--- src/rtl/satn_pkg.sv ---
package satn_pkg;
   typedef enum logic [2:0] {
      ST_IDLE, ST_ARB, ST_SELECT, ST_WREQ, ST_ACKH, ST_CONN
   } seq_st_t;

   localparam logic [7:0] CMD_SEL_ATN3 = 8'h46;
   localparam logic [7:0] CMD_GRP_MASK = 8'hF0;
   localparam logic [7:0] CMD_GRP_INIT = 8'h10;
   localparam logic [7:0] CMD_DROP_ATN = 8'h1B;

   localparam logic [2:0] PH_MSG_OUT = 3'b110;
   localparam logic [2:0] PH_COMMAND = 3'b010;

   localparam logic [2:0] STEP_NONE = 3'b000;
   localparam logic [2:0] STEP_MSG  = 3'b010;
   localparam logic [2:0] STEP_CDB  = 3'b011;
   localparam logic [2:0] STEP_DONE = 3'b100;

   localparam logic [7:0] IRQ_DISC    = 8'h20;
   localparam logic [7:0] IRQ_SVC     = 8'h18;
   localparam logic [7:0] IRQ_ILLEGAL = 8'h40;

   localparam int MSG_BYTES = 3;
endpackage

--- src/rtl/satn_sync.sv ---
module satn_sync #(
   parameter int STAGES = 2
) (
   input  logic clk,
   input  logic rst_n,
   input  logic d,
   output logic q
);
   if (STAGES < 1) begin : g_bad
      $error("satn_sync: STAGES must be at least 1");
   end

   if (STAGES == 1) begin : g_one
      logic r;
      always_ff @(posedge clk or negedge rst_n) begin
         if (!rst_n) r <= 1'b0;
         else        r <= d;
      end
      assign q = r;
   end else begin : g_chain
      logic [STAGES-1:0] sh;
      always_ff @(posedge clk or negedge rst_n) begin
         if (!rst_n) sh <= '0;
         else        sh <= {sh[STAGES-2:0], d};
      end
      assign q = sh[STAGES-1];
   end
endmodule

--- src/rtl/satn_sel_timer.sv ---
module satn_sel_timer #(
   parameter int TMO_W = 16
) (
   input  logic             clk,
   input  logic             rst_n,
   input  logic             run,
   input  logic [TMO_W-1:0] limit,
   output logic             expired
);
   logic [TMO_W-1:0] cnt;

   always_ff @(posedge clk or negedge rst_n) begin
      if (!rst_n)              cnt <= '0;
      else if (!run)           cnt <= '0;
      else if (cnt != limit)   cnt <= cnt + TMO_W'(1);
   end

   assign expired = run && (cnt == limit);
endmodule

--- src/rtl/satn_irq_hold.sv ---
module satn_irq_hold #(
   parameter int STAT_W = 8,
   parameter int STEP_W = 3
) (
   input  logic              clk,
   input  logic              rst_n,
   input  logic [STAT_W-1:0] ev_bits,
   input  logic              ev_ld_step,
   input  logic [STEP_W-1:0] ev_step,
   input  logic              rd,
   output logic [STAT_W-1:0] status,
   output logic [STEP_W-1:0] step,
   output logic              irq
);
   logic [STAT_W-1:0] stat_n;
   logic [STEP_W-1:0] step_n;

   always_comb begin
      stat_n = rd ? '0 : status;
      step_n = rd ? '0 : step;
      stat_n = stat_n | ev_bits;
      if (ev_ld_step) step_n = ev_step;
   end

   always_ff @(posedge clk or negedge rst_n) begin
      if (!rst_n) begin
         status <= '0;
         step   <= '0;
      end else begin
         status <= stat_n;
         step   <= step_n;
      end
   end

   assign irq = |status;
endmodule

--- src/rtl/satn_sequencer.sv ---
module satn_sequencer
   import satn_pkg::*;
#(
   parameter int DATA_W      = 8,
   parameter int LEN_W       = 4,
   parameter int TMO_W       = 16,
   parameter int ARB_CYC     = 3,
   parameter int SYNC_STAGES = 2
) (
   input  logic              clk,
   input  logic              rst_n,
   input  logic              cmd_valid,
   input  logic [7:0]        cmd_code,
   input  logic [LEN_W-1:0]  cmd_cdb_len,
   input  logic [TMO_W-1:0]  cmd_sel_tmo,
   output logic [7:0]        cmd_reg,
   output logic              fifo_rd,
   input  logic [DATA_W-1:0] fifo_data,
   input  logic              bsy_in,
   input  logic              req_in,
   input  logic [2:0]        phase_in,
   output logic              bsy_out,
   output logic              sel_out,
   output logic              atn_out,
   output logic              ack_out,
   output logic [DATA_W-1:0] data_out,
   input  logic              irq_rd,
   output logic              irq_out,
   output logic [7:0]        irq_status,
   output logic [2:0]        seq_step
);
   localparam int ARB_CW = (ARB_CYC < 2) ? 1 : $clog2(ARB_CYC + 1);
   localparam logic [ARB_CW-1:0] ARB_LAST = ARB_CW'(ARB_CYC - 1);
   localparam logic [1:0] MSG_LAST = 2'(MSG_BYTES - 1);
   localparam logic [1:0] MSG_ALL  = 2'(MSG_BYTES);

   if (DATA_W < 8) begin : g_bad_data
      $error("satn_sequencer: DATA_W must be at least 8");
   end
   if (LEN_W < 1 || LEN_W > 16) begin : g_bad_len
      $error("satn_sequencer: LEN_W out of range");
   end
   if (TMO_W < 2) begin : g_bad_tmo
      $error("satn_sequencer: TMO_W too small");
   end
   if (ARB_CYC < 1) begin : g_bad_arb
      $error("satn_sequencer: ARB_CYC must be at least 1");
   end

   seq_st_t            st, st_n;
   logic [ARB_CW-1:0]  arb_cnt, arb_n;
   logic [1:0]         msg_cnt, msg_n;
   logic [LEN_W-1:0]   cdb_cnt, cdb_n, len_q, len_n;
   logic [TMO_W-1:0]   tmo_q, tmo_n;
   logic               atn_q, atn_n, ack_q, ack_n;
   logic [DATA_W-1:0]  dat_q, dat_n;
   logic [7:0]         cmd_q, cmd_n;
   logic               rd_c;
   logic [7:0]         ev_bits;
   logic               ev_ld;
   logic [2:0]         ev_step;
   logic               bsy_s, tmo_hit, is_grp;

   satn_sync #(.STAGES(SYNC_STAGES)) u_bsy_sync (
      .clk   (clk),
      .rst_n (rst_n),
      .d     (bsy_in),
      .q     (bsy_s)
   );

   satn_sel_timer #(.TMO_W(TMO_W)) u_sel_timer (
      .clk     (clk),
      .rst_n   (rst_n),
      .run     (st == ST_SELECT),
      .limit   (tmo_q),
      .expired (tmo_hit)
   );

   satn_irq_hold #(.STAT_W(8), .STEP_W(3)) u_irq_hold (
      .clk        (clk),
      .rst_n      (rst_n),
      .ev_bits    (ev_bits),
      .ev_ld_step (ev_ld),
      .ev_step    (ev_step),
      .rd         (irq_rd),
      .status     (irq_status),
      .step       (seq_step),
      .irq        (irq_out)
   );

   assign is_grp = (cmd_code & CMD_GRP_MASK) == CMD_GRP_INIT;

   always_comb begin
      st_n    = st;
      arb_n   = arb_cnt;
      msg_n   = msg_cnt;
      cdb_n   = cdb_cnt;
      len_n   = len_q;
      tmo_n   = tmo_q;
      atn_n   = atn_q;
      ack_n   = ack_q;
      dat_n   = dat_q;
      cmd_n   = cmd_q;
      rd_c    = 1'b0;
      ev_bits = '0;
      ev_ld   = 1'b0;
      ev_step = STEP_NONE;

      // initiator-group command outside the connected state
      if (cmd_valid && is_grp && st != ST_CONN) begin
         ev_bits = ev_bits | IRQ_ILLEGAL;
         cmd_n   = '0;
      end

      unique case (st)
         ST_IDLE: begin
            atn_n = 1'b0;
            if (cmd_valid && cmd_code == CMD_SEL_ATN3) begin
               st_n  = ST_ARB;
               arb_n = '0;
               msg_n = '0;
               cdb_n = '0;
               len_n = cmd_cdb_len;
               tmo_n = cmd_sel_tmo;
               cmd_n = cmd_code;
            end
         end
         ST_ARB: begin
            if (bsy_s) begin
               arb_n = '0;
            end else if (arb_cnt == ARB_LAST) begin
               st_n  = ST_SELECT;
               atn_n = 1'b1;
            end else begin
               arb_n = arb_cnt + ARB_CW'(1);
            end
         end
         ST_SELECT: begin
            if (bsy_s) begin
               st_n = ST_WREQ;
            end else if (tmo_hit) begin
               st_n    = ST_IDLE;
               atn_n   = 1'b0;
               ev_bits = ev_bits | IRQ_DISC;
               ev_ld   = 1'b1;
               ev_step = STEP_NONE;
            end
         end
         ST_WREQ: begin
            if (!bsy_s) begin
               st_n    = ST_IDLE;
               atn_n   = 1'b0;
               ack_n   = 1'b0;
               ev_bits = ev_bits | IRQ_DISC;
               ev_ld   = 1'b1;
               ev_step = STEP_NONE;
            end else if (req_in) begin
               if (msg_cnt != MSG_ALL) begin
                  if (phase_in == PH_MSG_OUT) begin
                     rd_c  = 1'b1;
                     dat_n = fifo_data;
                     ack_n = 1'b1;
                     msg_n = msg_cnt + 2'd1;
                     if (msg_cnt == MSG_LAST) atn_n = 1'b0;
                     st_n  = ST_ACKH;
                  end else begin
                     st_n    = ST_CONN;
                     ev_bits = ev_bits | IRQ_SVC;
                     ev_ld   = 1'b1;
                     ev_step = (msg_cnt == 2'd0) ? STEP_NONE : STEP_MSG;
                  end
               end else if (phase_in == PH_COMMAND && cdb_cnt != len_q) begin
                  rd_c  = 1'b1;
                  dat_n = fifo_data;
                  ack_n = 1'b1;
                  cdb_n = cdb_cnt + LEN_W'(1);
                  st_n  = ST_ACKH;
               end else begin
                  st_n    = ST_CONN;
                  ev_bits = ev_bits | IRQ_SVC;
                  ev_ld   = 1'b1;
                  ev_step = (cdb_cnt == '0) ? STEP_MSG : STEP_CDB;
               end
            end
         end
         ST_ACKH: begin
            if (!bsy_s) begin
               st_n    = ST_IDLE;
               atn_n   = 1'b0;
               ack_n   = 1'b0;
               ev_bits = ev_bits | IRQ_DISC;
               ev_ld   = 1'b1;
               ev_step = STEP_NONE;
            end else if (!req_in) begin
               ack_n = 1'b0;
               if (msg_cnt == MSG_ALL && cdb_cnt == len_q) begin
                  st_n    = ST_CONN;
                  ev_bits = ev_bits | IRQ_SVC;
                  ev_ld   = 1'b1;
                  ev_step = STEP_DONE;
               end else begin
                  st_n = ST_WREQ;
               end
            end
         end
         ST_CONN: begin
            if (!bsy_s) begin
               st_n    = ST_IDLE;
               atn_n   = 1'b0;
               ev_bits = ev_bits | IRQ_DISC;
               ev_ld   = 1'b1;
               ev_step = STEP_NONE;
            end else if (cmd_valid && is_grp) begin
               cmd_n = cmd_code;
               if (cmd_code == CMD_DROP_ATN) atn_n = 1'b0;
            end
         end
         default: st_n = ST_IDLE;
      endcase
   end

   always_ff @(posedge clk or negedge rst_n) begin
      if (!rst_n) begin
         st      <= ST_IDLE;
         arb_cnt <= '0;
         msg_cnt <= '0;
         cdb_cnt <= '0;
         len_q   <= '0;
         tmo_q   <= '0;
         atn_q   <= 1'b0;
         ack_q   <= 1'b0;
         dat_q   <= '0;
         cmd_q   <= '0;
      end else begin
         st      <= st_n;
         arb_cnt <= arb_n;
         msg_cnt <= msg_n;
         cdb_cnt <= cdb_n;
         len_q   <= len_n;
         tmo_q   <= tmo_n;
         atn_q   <= atn_n;
         ack_q   <= ack_n;
         dat_q   <= dat_n;
         cmd_q   <= cmd_n;
      end
   end

   assign bsy_out  = (st == ST_ARB);
   assign sel_out  = (st == ST_SELECT);
   assign atn_out  = atn_q;
   assign ack_out  = ack_q;
   assign data_out = dat_q;
   assign fifo_rd  = rd_c;
   assign cmd_reg  = cmd_q;
endmodule

--- config.mk ---
export PLATFORM = sky130hd
export DESIGN_NAME = satn_sequencer
export DESIGN_NICKNAME = d
export VERILOG_FILES = /design/src/rtl/satn_pkg.sv /design/src/rtl/satn_sync.sv /design/src/rtl/satn_sel_timer.sv /design/src/rtl/satn_irq_hold.sv /design/src/rtl/satn_sequencer.sv
export SDC_FILE = /design/constraint.sdc
export NUM_CORES = 1
export LEC_CHECK = 0
export CAP_MARGIN = 40
export CORE_MARGIN = 2
export CORE_UTILIZATION = 60
export CTS_BUF_LIST = sky130_fd_sc_hd__clkbuf_2 sky130_fd_sc_hd__clkbuf_4 sky130_fd_sc_hd__clkbuf_8
export DETAILED_ROUTE_END_ITERATION = 12
export DONT_BUFFER_PORTS = 1
export GPL_ROUTABILITY_DRIVEN = 0
export PLACE_DENSITY = 0.82
export SLEW_MARGIN = 10
export SYNTH_ARGS = -nofsm -noshare
export SYNTH_HDL_FRONTEND = slang
export SYNTH_SLANG_ARGS = --single-unit
--- constraint.sdc ---
create_clock -name clk -period 2.3 [get_ports clk]
set_input_delay 0.46 -clock clk [delete_from_list [all_inputs] [get_ports clk]]
set_output_delay 0.46 -clock clk [all_outputs]
set_load 0.01 [all_outputs]
==> out/metrics.csv, run 1 <==
metric,value,unit
status,"finished, final reports clean",
Final Max Slew Viols,0,
maximum operating frequency,453.6,MHz
ys async rst share,1.000,
routed length per instance,16.52,um
Post-Route WL,8325,um
ant diodes,0,
CTS max path bufs,2,
Main synth FF type,dfrtp_1,
clock root buffer,clkbuf_8,
layout cell share with drive strength beyond 1,0.1311,
IO Count,78,
Die Width,84.92,um
Critical path buffers and inverters,1,
first-pass GRT wire length,14010,um
Fillers,470,
setup ws final,95.26,ps
IO buf count,0,
post-place setup slack,206.9,ps
vias in the first global route,2984,
critical path's slowest cell,o41ai_4,
Congestion Overflow GR,0,
clk_lat worst skew,350,ps
Worst Path Required,1840,ps
Setup CP Type,reg -> out,
Num CTS Buffers,9,
Ys Warns,0,
Final Cycle Share,0.9586,
total design power,0.003963,W
routed vias/inst,5.931,
"CTS clk-pin slew, worst paths",80,ps
top cell type by total area after synthesis,dfrtp_1,
CP Capture Type,primary output,
placed insts,479,
HP Class,in -> reg,
via count,2989,
H-tree levels,3,
"critical path fanouts, max",6,
crit-path cells,xor2_1 > o41ai_4 > a21oi_2 > nand2_4 > inv_1,
max incr delay on CP,430,ps
Rel. slew slack,0.6272,
"top cells by count, synth","nand2_1, dfrtp_1, xor2_1",
HPWL after detailed placement,5880,um
Post-synth EDFFs,0,
Final Hold Fails,0,
"Area growth, synth to finish",10.29,%
drt first-iter violations,375,
sequential-to-total area share from yosys stat,0.4713,
PwrDens,914.6,nW/um^2
Total GRT Usage,0.2463,
Netlist Area Pre-Place,3929,sq um
CP Launch Type,flop,
Final setup viols,0,
largest net degree at the start of global routing,75,
Yosys top cell area share,0.4713,
VDD IR max,0.6098,mV
core footprint,6350,sq um
actual slew at the worst max-slew pin,558.2,ps
Antenna Violating Nets Remaining,0,
DRC viols,0,
Arrival @ worst endpoint,1740,ps
most common cell in the netlist,nand2_1,
Synth area leaders,"dfrtp_1, xor2_1, nand2_1",
DIE HEIGHT,84.92,um
cell row count,29,
Static Leak,2.180,nW
Max Cap Violations,0,
top flop regs,"tmo_q: 16 flops, u_sel_timer.cnt: 16 flops",
fin nets,476,
crit path time final,2205,ps
number of synthesized register bits,74,
final std cells w/o fill,504,
die area,7211,sq um
CTS tree,built,
antenna violations before repair,0,
Mapped Cells,408,
Cell variety after synth,63,
cell class contributing the biggest share of worst-path delay,compound AO/OA/AOI/OAI gates,
Starting Density,0.6187,
Sum Neg Setup Slack,0,ps
DR pass1 iterations,5,
Worst Skew,8.496,ps
syn_area_per_cell,9.629,sq um
clock sink total,74,
==> through the flow <==
| stage | hold slack [ps] | util | instance area [sq um] |
|---|---|---|---|
| 3_5_place_dp | 166.5 | 0.6329 | 4019 |
| 2_1_floorplan | 164.4 | - | 3940 |
| 4_1_cts | 0.2605 | 0.6731 | 4274 |
| 6_report | 128.4 | 0.6824 | 4333 |
| 5_1_grt | 109.8 | 0.6824 | 4333 |
| 3_3_place_gp | 166.6 | 0.6329 | 4019 |
==> where the power goes <==
part | leakage [nW] | switching (W) | internal, W
Combinational | 1.08 | 0.000769 | 0.000515
Clock | 0.0945 | 0.000485 | 0.000529
Sequential | 1.00 | 0.000199 | 0.00146
==> cell families (layout without fill, tap and decap cells) <==
logic type                 Yosys count  after routing  synth area share
xor gates and xnor gates            38             38           0.08471
buffers and inverters               42             58           0.04840
AOI/OAI and AO/OA                   57             57            0.1134
muxes                               10             10           0.02803
adders and majority gates            9              9           0.02866
other                                1              4         0.0009545
DFF                                 74             74            0.4713
and+or+nand+nor                    177            177            0.2245
==> worst paths after layout <==
check / from / endpoint / slack, ps / depth (start not counted)
hold / removal: bsy_in / u_bsy_sync.g_chain.sh[0] / 130 / 0
setup reg to reg: u_sel_timer.cnt[7] / u_irq_hold.step[1] / 120 / 6
min in group asynchronous: rst_n / u_irq_hold.step[0] / 640 / 2
max in group asynchronous: rst_n / st[1] / 1320 / 2
hold reg to reg: u_bsy_sync.g_chain.sh[0] / u_bsy_sync.g_chain.sh[1] / 360 / 0
setup / recovery: cdb_cnt[1] / fifo_rd / 100 / 5
==> per-layer routing <==
layer / vias up / GRT usage / part of all wire
li1: 1410 / - / -
met1: 1447 / 0.3385 / 0.46
met2: 116 / 0.3672 / 0.45
met3: 16 / 0.07198 / 0.067
met4: 0 / 0.1053 / 0.022
met5: - / 0 / 0
==> area by class of cell <==
cell class / count / area [sq um] / area share
multi-input cells: 295 / 1917 / 0.4424
flip-flops and latches: 74 / 1853 / 0.4277
repair buffers: 22 / 187.7 / 0.04332
clock buffers: 10 / 137.6 / 0.03176
well taps: 77 / 96.34 / 0.02224
inverters: 20 / 75.07 / 0.01733
clock inverters: 6 / 66.31 / 0.01530
==> cells in the final DEF (no fill, tap or decap), drive strengths merged, types with 4 or more instances in the layout <==
master,synthesis,routed
clkbuf,9,10
conb,1,4
and2,5,5
nand4,13,13
mux2,8,8
a21oi,12,12
ha,9,9
o31ai,4,4
and3,10,10
xor2,36,36
nand2b,8,8
nor2b,4,4
buf,13,21
dfrtp,74,74
o21ai,12,12
nor2,24,24
nand2,81,81
inv,19,19
a22o,4,4
nor3,5,5
nand3,10,10
nor4,6,6
and4,4,4
==> timing repair <==
action                                  in CTS  in global routing
gates resized for setup                      3                  4
pin swaps                                    2                  3
endpoints found under the setup margin       1                  1
hold endpoints to repair                    74                  9
hold buffers                                 1                  1
setup buffers                                2                  5
Note: power is estimated with default switching activity, not from simulation.
==> inputs of run 2 (changes only) <==
- CELL_PAD_IN_SITES_DETAIL_PLACEMENT: not set -> 1
- CELL_PAD_IN_SITES_GLOBAL_PLACEMENT: not set -> 2
- CORE_UTILIZATION: 60 -> 41
- MAX_ROUTING_LAYER: not set -> met4
- PLACE_DENSITY: 0.82 -> 0.89
==> run 2 against run 1 <==
Net effect:
- the flow now finishes with violations (negative hold slack)
- first-iteration DRC count is 71% lower
- flip-flop and latch count stayed put
- sequential power hardly changed
- non-clock buffer count is 1 higher
- die area is 44% higher
- hold slack worse by 140 ps
- final area is 3.0% higher
- largest cell class unchanged
- largest power group unchanged
- highest routed layer unchanged
==> out/metrics.csv, run 2 (synthesized netlist as in run 1, its figures left out) <==
metric,value,unit,change
first-pass GRT wire length,15580,um,+11%
Arrival @ worst endpoint,1760,ps,+20 ps
Final setup viols,0,,unchanged
Critical path buffers and inverters,1,,unchanged
"CTS clk-pin slew, worst paths",80,ps,about the same
sw frac,0.3561,,-0.01082
CP Launch Type,flop,,
Setup CP Type,reg -> out,,
"Area growth, synth to finish",13.63,%,
layout cell share with drive strength beyond 1,0.1332,,+0.002030
Pint,0.002736,W,+9.0%
post-place setup slack,158.7,ps,-48.20 ps
Sum Neg Setup Slack,0,ps,unchanged
Total GRT Usage,0.1981,,-0.04819
die area,10380,sq um,+44%
Post-Route WL,9437,um,+13%
Worst Path Required,1840,ps,about the same
clk_lat worst skew,350,ps,about the same
Register Area,1854,sq um,about the same
Max Cap Violations,0,,unchanged
core footprint,9284,sq um,+46%
Starting Density,0.4232,,-0.1955
Final Max Slew Viols,0,,unchanged
DR pass1 iterations,6,,+1
max incr delay on CP,430,ps,about the same
VDD IR max,0.3701,mV,-39%
cell row count,35,,+21%
critical path's slowest cell,dfrtp_1,,
Antenna Violating Nets Remaining,0,,unchanged
vias in the first global route,3100,,+3.9%
Die Width,101.9,um,+20%
final core occ,0.4809,,-0.2015
drt first-iter violations,107,,-71%
IO Count,78,,unchanged
Final Hold Fails,1,,+1
failing checks,negative hold slack,,
switching power,0.001513,W,+4.0%
Static Leak,2.218,nW,+1.8%
Rel. slew slack,0.6405,,+0.01334
Clk network pwr share,0.300,,+0.044
maximum operating frequency,449.9,MHz,-0.81%
IO buf count,0,,unchanged
CTS max path bufs,2,,unchanged
antenna violations before repair,0,,unchanged
crit-path cells,xor2_1 > o41ai_4 > a21oi_2 > nand2_4 > inv_1,,
Num CTS Buffers,9,,unchanged
cell class contributing the biggest share of worst-path delay,compound AO/OA/AOI/OAI gates,,
"critical path fanouts, max",6,,unchanged
top flop regs,"tmo_q: 16 flops, u_sel_timer.cnt: 16 flops",,
HP Class,in -> async,,
crit path time final,2223,ps,+18.01 ps
area occupied by multi-input gates,1918,sq um,about the same
DRC viols,0,,unchanged
actual slew at the worst max-slew pin,538.2,ps,-19.97 ps
fin nets,477,,+0.21%
DIE HEIGHT,101.9,um,+20%
Fillers,1087,,+130%
clock sink total,74,,unchanged
Min Hold Slack,-8.737,ps,-137.2 ps
Congestion Overflow GR,0,,unchanged
H-tree levels,3,,unchanged
Comb pwr share,0.303,,-0.021
CTS tree,built,,
HPWL after detailed placement,6776,um,+15%
RSZ-0062 raised after global routing,false,,
PwrDens,951.7,nW/um^2,+4.1%
via count,2936,,-1.8%
status,"finished, violations left",,
"Design Area, Final",4464,sq um,+3.0%
Sequential Power Share,0.397,,-0.023
CP Capture Type,primary output,,
ant diodes,0,,unchanged
most frequent cells in the layout,"nand2_1, dfrtp_1, xor2_1",,
routed vias/inst,5.271,,-11%
Worst Skew,8.653,ps,+0.1569 ps
setup ws final,77.25,ps,-18.01 ps
Final Cycle Share,0.9664,,+0.007829
Placed Area,4104,sq um,+2.1%
"most common cell after layout, fill and taps aside",nand2_1,,
clock root buffer,clkbuf_8,,
routed length per instance,16.94,um,+2.6%
largest net degree at the start of global routing,75,,unchanged
run 2: metal layers:
layer | global-route usage | vias to the layer above | part of all wire
met5 | - | - | 0
met4 | 0.05641 | 0 | 0.013
met3 | 0.04651 | 11 | 0.045
met2 | 0.3001 | 59 | 0.46
met1 | 0.2672 | 1455 | 0.48
li1 | - | 1411 | -
run 2: timing repair:
action / CTS / global route
setup buffers: 2 / 6
hold buffers: 1 / 0
pin swaps: 2 / 2
resized for setup: 4 / 2
hold endpoints to repair: 74 / 0
endpoints found under the setup margin: 1 / 1
run 2: worst reg2reg max path, delay by kind of cell, from the launching register on:
| family | cells | cell delay [ps] |
|---|---|---|
| flops | 1 | 460 |
| simple gates | 2 | 580 |
| mux | 1 | 180 |
| xor+xnor | 1 | 170 |
| compound gates | 2 | 560 |
run 2: final cells by class:
cell class,count,area share
flip-flops and latches,74,0.4154
repair buffers,23,0.04596
inverters,20,0.01682
clock inverters,6,0.02522
well taps,129,0.03615
clock buffers,10,0.03083
multi-input cells,295,0.4297
run 2: power by group through the flow:
stage | combinational [W] | clock, W | sequential (W)
global route | 0.00145 | 0.00137 | 0.00171
global placement | 0.00119 | 0 | 0.00169
floorplan | 0.000946 | 0 | 0.00163
finish | 0.00129 | 0.00127 | 0.00169
detailed placement | 0.00123 | 0 | 0.00170
CTS | 0.00128 | 0.00131 | 0.00168
run 2: stage by stage:
stage               total power (W)  instances
CTS                        0.004265        551
finish                     0.004249        557
global route               0.004533        557
detailed placement         0.002936        532
floorplan                  0.002575        411
global placement           0.002873        532
run 2: worst paths after layout:
kind | startpoint | to | slack [ps] | cells past startpoint
max | cdb_cnt[2] | fifo_rd | 80 | 5
min reg2reg | u_bsy_sync.g_chain.sh[0] | u_bsy_sync.g_chain.sh[1] | 360 | 0
max in group asynchronous | rst_n | msg_cnt[0] | 2000 | 1
min | rst_n | st[1] | -9 | 1
min in group clk | bsy_in | u_bsy_sync.g_chain.sh[0] | 130 | 0
max reg2reg | u_sel_timer.cnt[7] | u_irq_hold.step[1] | 280 | 6
==> inputs of run 3 (changes only) <==
- CORE_UTILIZATION: 41 -> 42
- PLACE_DENSITY: 0.89 -> 0.88
- SYNTH_HIERARCHICAL: not set -> 1
==> run 3 against run 2 <==
Net effect:
- the flow now finishes without violations
- synthesized cell count down 2.9%
- sequential power about the same
- die area up 5.3%
- wire length up 27%
- clock-buffer cell count down 1
- register-to-register slack worse by 230 ps
- hold slack better by 120 ps
- via count up 15%
- first-iteration DRC count up 35%
- non-clock buffer count up 20
- critical path depth down 1
- combinational power up 11%
- critical endpoint unchanged
- largest cell class unchanged
==> out/metrics.csv, run 3 <==
metric,value,unit,change
Clk network pwr share,0.247,,-0.053
Worst Skew,11.27,ps,+2.612 ps
Final Max Slew Viols,0,,unchanged
syn_area_per_cell,10.72,sq um,+11%
Netlist Area Pre-Place,4247,sq um,+8.1%
Register Area,1956,sq um,+5.5%
clock root buffer,clkbuf_8,,
Final Hold Fails,0,,-1
die area,10930,sq um,+5.3%
Fillers,1093,,+0.55%
DIE HEIGHT,104.6,um,+2.6%
number of synthesized register bits,78,,+5.4%
area occupied by multi-input gates,2325,sq um,+21%
cell row count,36,,+2.9%
Rel. slew slack,0.5897,,-0.05081
actual slew at the worst max-slew pin,607.5,ps,+69.31 ps
DRC viols,0,,unchanged
Post-Route WL,11960,um,+27%
Num CTS Buffers,9,,unchanged
clk_lat worst skew,370,ps,+20 ps
ant diodes,0,,unchanged
CP Launch Type,flop,,
routed vias/inst,5.904,,+12%
Synth area leaders,"dfrtp_1, mux2_2, xor2_1",,
top cell type by total area after synthesis,dfrtp_1,,
Antenna Violating Nets Remaining,0,,unchanged
status,"finished, final reports clean",,
vias in the first global route,3596,,+16%
sequential-to-total area share from yosys stat,0.4596,,-0.01170
critical path's slowest cell,dfrtp_1,,
core footprint,9774,sq um,+5.3%
HPWL after detailed placement,8127,um,+20%
Arrival @ worst endpoint,1800,ps,+40 ps
Comb pwr share,0.349,,+0.046
"critical path fanouts, max",5,,-1
"top cells by count, synth","dfrtp_1, mux2_2, nand2_1",,
largest net degree at the start of global routing,79,,+5.3%
VDD IR max,0.4528,mV,+22%
Mapped Cells,396,,-2.9%
Setup CP Type,reg -> out,,
IO buf count,0,,unchanged
max incr delay on CP,430,ps,about the same
via count,3389,,+15%
fin nets,488,,+2.3%
antenna violations before repair,0,,unchanged
CTS max path bufs,2,,unchanged
RSZ-0062 raised after global routing,true,,
Static Leak,2.402,nW,+8.3%
first-pass GRT wire length,19180,um,+23%
Sequential Power Share,0.404,,+0.007
most common cell in the netlist,dfrtp_1,,
sw frac,0.3909,,+0.03479
Pint,0.002502,W,-8.5%
switching power,0.001606,W,+6.1%
DR pass1 iterations,4,,-2
PwrDens,817.9,nW/um^2,-14%
Placed Area,4583,sq um,+12%
Ys Warns,6,,+6
ys async rst share,1.000,,unchanged
Yosys top cell area share,0.4596,,-0.01170
Post-synth EDFFs,0,,unchanged
"most common cell after layout, fill and taps aside",dfrtp_1,,
Worst Path Required,1840,ps,about the same
Sum Neg Setup Slack,0,ps,unchanged
HP Class,in -> reg,,
Starting Density,0.4345,,+0.01128
"CTS clk-pin slew, worst paths",90,ps,about the same
routed length per instance,20.84,um,+23%
crit path time final,2265,ps,+41.88 ps
layout cell share with drive strength beyond 1,0.3061,,+0.1729
"Design Area, Final",5022,sq um,+13%
drt first-iter violations,144,,+35%
Max Cap Violations,0,,unchanged
Die Width,104.6,um,+2.6%
CP Capture Type,primary output,,
Final setup viols,0,,unchanged
Total GRT Usage,0.2287,,+0.03058
Main synth FF type,dfrtp_1,,
clock sink total,78,,+5.4%
top flop regs,"tmo_q: 16 flops, u_sel_timer/cnt: 16 flops",,
"Area growth, synth to finish",18.27,%,
Min Hold Slack,111.5,ps,+120.2 ps
maximum operating frequency,441.6,MHz,-1.8%
Cell variety after synth,61,,-3.2%
Final Cycle Share,0.9846,,+0.01821
H-tree levels,3,,unchanged
CTS tree,built,,
IO Count,78,,unchanged
crit-path cells,xor2_2 > nor4_4 > or3b_4 > a21oi_4,,
Congestion Overflow GR,0,,unchanged
most frequent cells in the layout,"dfrtp_1, buf_4, mux2_2",,
-- run 3: changes by cell type after synthesis, moves of 7 or more --
cell	delta
inv_1	-7
nand2_1	-55
a31oi_1	+14
a21o_1	+9
a21oi_1	-7
o21ai_0	+8
mux2_2	+33
xor2_1	-22
nor2_1	-9
mux2_1	-8
-- run 3: final cells by class --
| class | instances | share of cell area |
|---|---|---|
| clock inverters | 7 | 0.01221 |
| inverters | 12 | 0.008969 |
| well taps | 133 | 0.03313 |
| flip-flops and latches | 78 | 0.3894 |
| repair buffers | 43 | 0.06876 |
| multi-input cells | 292 | 0.4629 |
| clock buffers | 9 | 0.02466 |
-- run 3: path summary, 6_finish.rpt --
check                                    startpoint                        to  slack (ps)  cells past startpoint
setup / recovery                         cdb_cnt[0]                   fifo_rd          40                      4
hold / removal                               bsy_in  u_bsy_sync/g_chain.sh[0]         110                      0
hold reg to reg            u_bsy_sync/g_chain.sh[0]  u_bsy_sync/g_chain.sh[1]         360                      0
max in group asynchronous                     rst_n       u_sel_timer/cnt[13]        1270                      2
min in group asynchronous                     rst_n                cmd_reg[6]         650                      2
setup reg to reg                              st[2]        u_sel_timer/cnt[3]          50                      6
-- run 3: worst max-delay path: cells and delay by family, from the launching register on --
| family | cells | cell delay, ps |
|---|---|---|
| flops | 1 | 430 |
| compound gates | 1 | 280 |
| simple gates | 2 | 490 |
| xor+xnor | 1 | 240 |
-- run 3: per-stage QoR --
stage	power, W	utilization	setup slack [ps]	cells
floorplan	0.002546	-	93.16	399
global placement	0.002865	0.4689	19.59	545
detailed placement	0.002920	0.4689	-157.5	545
CTS	0.004023	0.5014	3.784	569
global route	0.004333	0.5138	-76.66	574
finish	0.004108	0.5138	35.37	574
-- run 3: layer usage --
layer  vias up  part of all wire  global-route usage
met2        87              0.51              0.3796
met4         0             0.016             0.06467
li1       1550                 -                   -
met5         -                 0                   -
met3        20             0.051             0.05115
met1      1732              0.42              0.2816
-- run 3: power by group through the flow --
stage	sequential, W	combinational, W	clock, W
floorplan	0.00163	0.000918	0
finish	0.00166	0.00143	0.00102
CTS	0.00165	0.00133	0.00104
detailed placement	0.00168	0.00124	0
global route	0.00168	0.00157	0.00109
global placement	0.00166	0.00120	0
-- run 3: what timing repair did --
| item | CTS | global route |
|---|---|---|
| setup endpoints to repair | 7 | 7 |
| gates cloned | 1 | 0 |
| hold buffers | 2 | 0 |
| pin swaps | 8 | 12 |
| setup buffers | 6 | 5 |
| resized for setup | 9 | 17 |
| endpoints found under the hold margin | 78 | 0 |
-- run 3: logic make-up (layout without fill, tap and decap cells) --
logic type | count (synthesis) | in the layout | synth area share
adder cells (fa/ha/maj) | 8 | 8 | 0.02298
AND/OR/NAND/NOR | 138 | 138 | 0.1924
AO/OA/AOI/OAI | 84 | 85 | 0.1553
buffers and inverters | 30 | 71 | 0.03123
flip-flops | 78 | 78 | 0.4596
other | 1 | 4 | 0.0008831
XOR/XNOR | 22 | 22 | 0.04538
multiplexers | 35 | 35 | 0.09222
